--- config.mk ---
export PLATFORM = sky130hd
export DESIGN_NAME = logic_eu_top
export DESIGN_NICKNAME = d
export VERILOG_FILES = /design/src/rtl/logic_eu_pkg.sv /design/src/rtl/logic_eu_operand.sv /design/src/rtl/logic_eu_datapath.sv /design/src/rtl/logic_eu_cond.sv /design/src/rtl/logic_eu_top.sv
export SDC_FILE = /design/constraint.sdc
export NUM_CORES = 1
export LEC_CHECK = 0
export BUFFER_PORTS_ARGS = -buffer_cell sky130_fd_sc_hd__buf_4
export CAP_MARGIN = 20
export CORE_MARGIN = 3
export CORE_UTILIZATION = 50
export CTS_BUF_LIST = sky130_fd_sc_hd__clkbuf_16
export CTS_CLUSTER_SIZE = 30
export DETAILED_ROUTE_END_ITERATION = 10
export GPL_TIMING_DRIVEN = 0
export HOLD_SLACK_MARGIN = 0.02
export PLACE_DENSITY = 0.79
export SKIP_CTS_REPAIR_TIMING = 1
export SLEW_MARGIN = 15
export SYNTH_ARGS = -nofsm -noshare
export SYNTH_HDL_FRONTEND = slang
export SYNTH_SLANG_ARGS = --single-unit
--- constraint.sdc ---
create_clock -name clk -period 5.6 [get_ports clk]
set_clock_uncertainty 0.15 [all_clocks]
set_input_delay 1.12 -clock clk [delete_from_list [all_inputs] [get_ports clk]]
set_output_delay 1.12 -clock clk [all_outputs]
set_load 0.02 [all_outputs]
--- src/rtl/logic_eu_pkg.sv ---
package logic_eu_pkg;

    localparam int OP_W    = 5;
    localparam int COND_W  = 4;
    localparam int OP_LAST = 16;

    typedef enum logic [OP_W-1:0] {
        OP_AND   = 5'd0,
        OP_OR    = 5'd1,
        OP_XOR   = 5'd2,
        OP_NAND  = 5'd3,
        OP_NOR   = 5'd4,
        OP_EQV   = 5'd5,
        OP_ANDC  = 5'd6,
        OP_ORC   = 5'd7,
        OP_ANDI  = 5'd8,
        OP_ORI   = 5'd9,
        OP_XORI  = 5'd10,
        OP_ANDIS = 5'd11,
        OP_ORIS  = 5'd12,
        OP_XORIS = 5'd13,
        OP_EXTB  = 5'd14,
        OP_EXTH  = 5'd15,
        OP_EXTW  = 5'd16
    } op_e;

    typedef enum logic [1:0] {FN_AND, FN_OR, FN_XOR, FN_SEXT} fn_e;
    typedef enum logic [1:0] {IMM_NONE, IMM_LO, IMM_HI} imm_e;
    typedef enum logic [1:0] {EXT_B = 2'd0, EXT_H = 2'd1, EXT_W = 2'd2} ext_e;
    typedef enum logic [1:0] {CR_REC, CR_ALWAYS, CR_NEVER} crule_e;

    typedef struct packed {
        logic   legal;
        fn_e    fn;
        logic   inv_b;
        logic   inv_out;
        imm_e   imm;
        ext_e   ext;
        crule_e crule;
    } dec_t;

    function automatic dec_t decode_op(input logic [OP_W-1:0] code);
        dec_t d;
        d.legal   = 1'b1;
        d.fn      = FN_AND;
        d.inv_b   = 1'b0;
        d.inv_out = 1'b0;
        d.imm     = IMM_NONE;
        d.ext     = EXT_B;
        d.crule   = CR_REC;
        case (code)
            OP_AND:   d.fn = FN_AND;
            OP_OR:    d.fn = FN_OR;
            OP_XOR:   d.fn = FN_XOR;
            OP_NAND:  begin d.fn = FN_AND; d.inv_out = 1'b1; end
            OP_NOR:   begin d.fn = FN_OR;  d.inv_out = 1'b1; end
            OP_EQV:   begin d.fn = FN_XOR; d.inv_out = 1'b1; end
            OP_ANDC:  begin d.fn = FN_AND; d.inv_b = 1'b1; end
            OP_ORC:   begin d.fn = FN_OR;  d.inv_b = 1'b1; end
            OP_ANDI:  begin d.fn = FN_AND; d.imm = IMM_LO; d.crule = CR_ALWAYS; end
            OP_ORI:   begin d.fn = FN_OR;  d.imm = IMM_LO; d.crule = CR_NEVER; end
            OP_XORI:  begin d.fn = FN_XOR; d.imm = IMM_LO; d.crule = CR_NEVER; end
            OP_ANDIS: begin d.fn = FN_AND; d.imm = IMM_HI; d.crule = CR_ALWAYS; end
            OP_ORIS:  begin d.fn = FN_OR;  d.imm = IMM_HI; d.crule = CR_NEVER; end
            OP_XORIS: begin d.fn = FN_XOR; d.imm = IMM_HI; d.crule = CR_NEVER; end
            OP_EXTB:  begin d.fn = FN_SEXT; d.ext = EXT_B; end
            OP_EXTH:  begin d.fn = FN_SEXT; d.ext = EXT_H; end
            OP_EXTW:  begin d.fn = FN_SEXT; d.ext = EXT_W; end
            default:  begin d.legal = 1'b0; d.crule = CR_NEVER; end
        endcase
        return d;
    endfunction

endpackage

--- src/rtl/logic_eu_operand.sv ---
module logic_eu_operand
    import logic_eu_pkg::*;
#(
    parameter int DATA_W = 64,
    parameter int IMM_W  = 16
) (
    input  imm_e              mode,
    input  logic [DATA_W-1:0] reg_b,
    input  logic [IMM_W-1:0]  imm,
    output logic [DATA_W-1:0] b_eff
);
    localparam int LO_PAD = DATA_W - IMM_W;
    localparam int HI_PAD = DATA_W - 2 * IMM_W;

    logic [DATA_W-1:0] imm_lo;
    logic [DATA_W-1:0] imm_hi;

    assign imm_lo = {{LO_PAD{1'b0}}, imm};
    assign imm_hi = {{HI_PAD{1'b0}}, imm, {IMM_W{1'b0}}};

    always_comb begin
        case (mode)
            IMM_LO:  b_eff = imm_lo;
            IMM_HI:  b_eff = imm_hi;
            default: b_eff = reg_b;
        endcase
    end
endmodule

--- src/rtl/logic_eu_datapath.sv ---
module logic_eu_datapath
    import logic_eu_pkg::*;
#(
    parameter int DATA_W = 64
) (
    input  dec_t              dec,
    input  logic [DATA_W-1:0] a,
    input  logic [DATA_W-1:0] b_eff,
    output logic [DATA_W-1:0] res
);
    localparam int N_EXT = 3;

    logic [DATA_W-1:0] ext_val [N_EXT];
    logic [DATA_W-1:0] b_use;
    logic [DATA_W-1:0] core;

    for (genvar k = 0; k < N_EXT; k++) begin : g_ext
        localparam int W = DATA_W >> (N_EXT - k);
        assign ext_val[k] = {{(DATA_W - W){a[W-1]}}, a[W-1:0]};
    end

    assign b_use = dec.inv_b ? ~b_eff : b_eff;

    always_comb begin
        case (dec.fn)
            FN_AND:  core = a & b_use;
            FN_OR:   core = a | b_use;
            FN_XOR:  core = a ^ b_use;
            default: core = ext_val[dec.ext];
        endcase
        if (!dec.legal) begin
            res = '0;
        end else if (dec.inv_out) begin
            res = ~core;
        end else begin
            res = core;
        end
    end
endmodule

--- src/rtl/logic_eu_cond.sv ---
module logic_eu_cond
    import logic_eu_pkg::*;
#(
    parameter int DATA_W = 64
) (
    input  dec_t              dec,
    input  logic              fire,
    input  logic              rec,
    input  logic              so_in,
    input  logic [DATA_W-1:0] res,
    output logic [COND_W-1:0] cond,
    output logic              we
);
    logic is_zero;
    logic is_neg;

    assign is_zero = (res == '0);
    assign is_neg  = res[DATA_W-1];
    assign cond    = {is_neg, !is_neg && !is_zero, is_zero, so_in};

    always_comb begin
        case (dec.crule)
            CR_ALWAYS: we = fire;
            CR_REC:    we = fire && rec;
            default:   we = 1'b0;
        endcase
    end
endmodule

--- src/rtl/logic_eu_top.sv ---
module logic_eu_top
    import logic_eu_pkg::*;
#(
    parameter int DATA_W = 64,
    parameter int IMM_W  = 16
) (
    input  logic              clk,
    input  logic              rst,
    input  logic              in_valid,
    input  logic [4:0]        op_sel,
    input  logic              rec,
    input  logic [DATA_W-1:0] src_a,
    input  logic [DATA_W-1:0] src_b,
    input  logic [IMM_W-1:0]  imm,
    input  logic              so_in,
    output logic              out_valid,
    output logic [DATA_W-1:0] result,
    output logic [3:0]        cond,
    output logic              cond_we
);
    dec_t              dec;
    logic [DATA_W-1:0] b_eff;
    logic [DATA_W-1:0] res_c;
    logic [COND_W-1:0] cond_c;
    logic              we_c;

    assign dec = decode_op(op_sel);

    logic_eu_operand #(.DATA_W(DATA_W), .IMM_W(IMM_W)) u_operand (
        .mode  (dec.imm),
        .reg_b (src_b),
        .imm   (imm),
        .b_eff (b_eff)
    );

    logic_eu_datapath #(.DATA_W(DATA_W)) u_datapath (
        .dec   (dec),
        .a     (src_a),
        .b_eff (b_eff),
        .res   (res_c)
    );

    logic_eu_cond #(.DATA_W(DATA_W)) u_cond (
        .dec   (dec),
        .fire  (in_valid),
        .rec   (rec),
        .so_in (so_in),
        .res   (res_c),
        .cond  (cond_c),
        .we    (we_c)
    );

    always_ff @(posedge clk) begin
        if (rst) begin
            out_valid <= 1'b0;
            cond_we   <= 1'b0;
            result    <= '0;
            cond      <= '0;
        end else begin
            out_valid <= in_valid;
            cond_we   <= we_c;
            if (in_valid) begin
                result <= res_c;
                cond   <= cond_c;
            end
        end
    end
endmodule

==> flow_summary.json <==
{
  "ios": 224,
  "fp.dieH_um": 142,
  "hpwl_um": 32000,
  "drc": 0,
  "final_area_um2": 12100,
  "reg2reg_depth": 3,
  "yosysMostFrequentCell": "inv_1",
  "setup_violations": 0,
  "power.density_nw_per_um2": 191,
  "p_leak_uw": 0.00577,
  "synth_cell_types": 82,
  "synth_nets": 1586,
  "grt_max_degree": 12,
  "crit_fanout": 11,
  "row_count": 49,
  "fin_ws_ns": 0.114,
  "antenna_cells": 0,
  "numCtsBuffers": 9,
  "slew_headroom": 0.207,
  "drive_gt1_frac": 0.235,
  "core_area_um2": 18100,
  "worstPathArrival_ns": 5.62,
  "antenna_found_initial": 0,
  "hold_depth": 2,
  "drt_iter0_markers": 1276,
  "synth_ff_type": "dfxtp_1",
  "critPathMaxStageDelay_ns": 0.58,
  "worstSetupPathType": "primary input to flop",
  "grt_pass1_wl_um": 57500,
  "postRouteAntennaNets": 0,
  "fin_crit_sh": 0.980,
  "layout.nets": 1832,
  "hp-class": "flop to flop",
  "wl_per_cell_um": 22.1,
  "hold_viol": 0,
  "synth_top_area_frac": 0.175,
  "final_max_slew_viol_count": 0,
  "worstMarginPinSlew_ns": 1.19,
  "critPathSlowestCell": "or4_4",
  "peakVddDrop_mv": 0.128,
  "synth_area_um2": 9310,
  "min_period_ns": 5.49,
  "dp_cells": 1753,
  "routed_wirelength_um": 39300,
  "die_area_um2": 20300,
  "synth-edff-count": 0,
  "stdcell_count": 1782,
  "synth_top_area_cell": "ha_1",
  "yosys-top-cells-area": "ha_1 (17%), dfxtp_1 (15%), xnor2_1 (8.0%), inv_1 (5.5%), nor2_1 (5.4%)",
  "area_growth_pct": 29.5,
  "initial_core_util": 0.513,
  "clk_latency_ns": 0.34,
  "firstDrtPassIters": 5,
  "synth_common_cells": "inv_1 (137), nor2_1 (133), ha_1 (130), nand2_1 (101), a21oi_1 (91)",
  "end_kind": "flop",
  "avgViaCountPerCell": 6.18,
  "crit_chain": "buf_6 > buf_8 > buf_6 > nand2_2 > or3_4 > ha_4 > buf_6 > buf_6 > nand2_1 > xnor2_2 > inv_1 > ha_1 > and2_1 > o21ai_1 > a31oi_1 > o311a_1 > a211oi_1 > nand4_1 > or4_4 > nor4_2 > and4_4 > a31o_1",
  "fill_cells": 1674,
  "via_count": 11006,
  "synth_cells": 1302,
  "clockBufferDepth": 2,
  "cts_tree": "yes",
  "gr-total-overflow": 0,
  "die_x_um": 142,
  "max_cap_viol_count": 0,
  "place_ws_ns": -1.51,
  "synth_area_per_cell_um2": 7.15,
  "setup_tns_ns": 0,
  "required_ns": 5.73,
  "yosys_register_bits": 69,
  "cts_sinks": 69,
  "grt_pass1_vias": 9719,
  "yosysWarnings": 0,
  "max_freq_ghz": 0.182,
  "cts_htree_levels": 3,
  "port-buffer-count": 222,
  "yosysSeqAreaShare": 0.148,
  "hold_slack_ns": 0.320,
  "timing.critical_path.mode_cell": "buf_6",
  "synthArstFlopShare": 0,
  "routabilityCongestion": 1.04,
  "clockRootBuffer": "clkbuf_16",
  "start_kind": "primary input",
  "cts.reportedPaths.clkPinSlew_ns": 0.06,
  "status": "finished, final reports clean",
  "placed_area_um2": 11300,
  "grt_use_total": 0.364
}
-- final cells by class --
| type | count | area, um2 | share of cell area |
|---|---|---|---|
| Clock buffer | 9 | 225 | 0.0187 |
| Tap cell | 229 | 287 | 0.0238 |
| Buffer | 98 | 549 | 0.0456 |
| Multi-Input combinational cell | 989 | 7180 | 0.595 |
| Sequential cell | 69 | 1380 | 0.115 |
| Timing Repair Buffer | 243 | 1830 | 0.152 |
| Inverter | 138 | 522 | 0.0433 |
| Clock inverter | 7 | 82.6 | 0.00685 |
-- critical path, delay by kind of cell --
family / cells / cell delay (ns)
and+or+nand+nor: 8 / 1.93
xor gates and xnor gates: 1 / 0.27
AOI/OAI and AO/OA: 5 / 0.97
buffers and inverters: 6 / 0.78
adders and majority gates: 2 / 0.52
-- logic make-up (layout without fill, tap and decap cells) --
group                      after synthesis  in the layout  share of synthesized area
AOI/OAI and AO/OA                      377            377                      0.275
xor gates and xnor gates                86             86                     0.0809
adders and majority gates              130            130                      0.175
buffers and inverters                  244            495                      0.105
DFF                                     69             69                      0.148
muxes                                   28             28                     0.0303
and+or+nand+nor                        368            368                      0.186
-- layout by cell type (no fill, tap or decap), drive strengths merged, types with 5 or more instances in the layout --
cell	Yosys	final
a211oi	40	40
a21boi	5	5
a21o	8	8
a21oi	91	91
a221oi	5	5
a22oi	57	57
a311oi	5	5
a31oi	8	8
and2	8	8
and3	8	8
buf	47	288
clkbuf	59	62
dfxtp	69	69
ha	130	130
inv	138	139
mux2i	27	27
nand2	102	102
nand2b	7	7
nand3	17	17
nand4	5	5
nor2	137	137
nor2b	8	8
nor3	35	35
nor4	8	8
o211ai	12	12
o21ai	68	68
o221ai	9	9
o22ai	7	7
o311a	5	5
o311ai	12	12
or3	7	7
xnor2	85	85
-- power breakdown --
part | switching, uW | internal (uW)
Combinational | 695 | 465
Sequential | 22.3 | 527
Clock | 209 | 384
-- state kept, by name, summed over array words and instances (netlist names) --
signal and cells:
result 63, cond 4, cond_we 1, out_valid 1
-- per-stage QoR --
step | utilization | power [uW]
after floorplan | - | 1210
after global placement | 0.622 | 1610
after detailed placement | 0.622 | 1630
after CTS | 0.639 | 2210
after global routing | 0.664 | 2400
final | 0.664 | 2300
-- routing by layer --
layer,wire length [um],GRT usage
met5,0,0
met4,954,0.0925
met3,4200,0.0642
met2,16800,0.549
met1,17300,0.536
-- worst paths after layout --
kind	start	endpoint	slack, ns
max	op_sel[3]	cond[1]	0.11
min	result[41]	result[41]	0.32
max reg2reg	result[9]	result[9]	4.65
min reg2reg	result[41]	result[41]	0.32
Note: power is estimated with default switching activity, not from simulation.
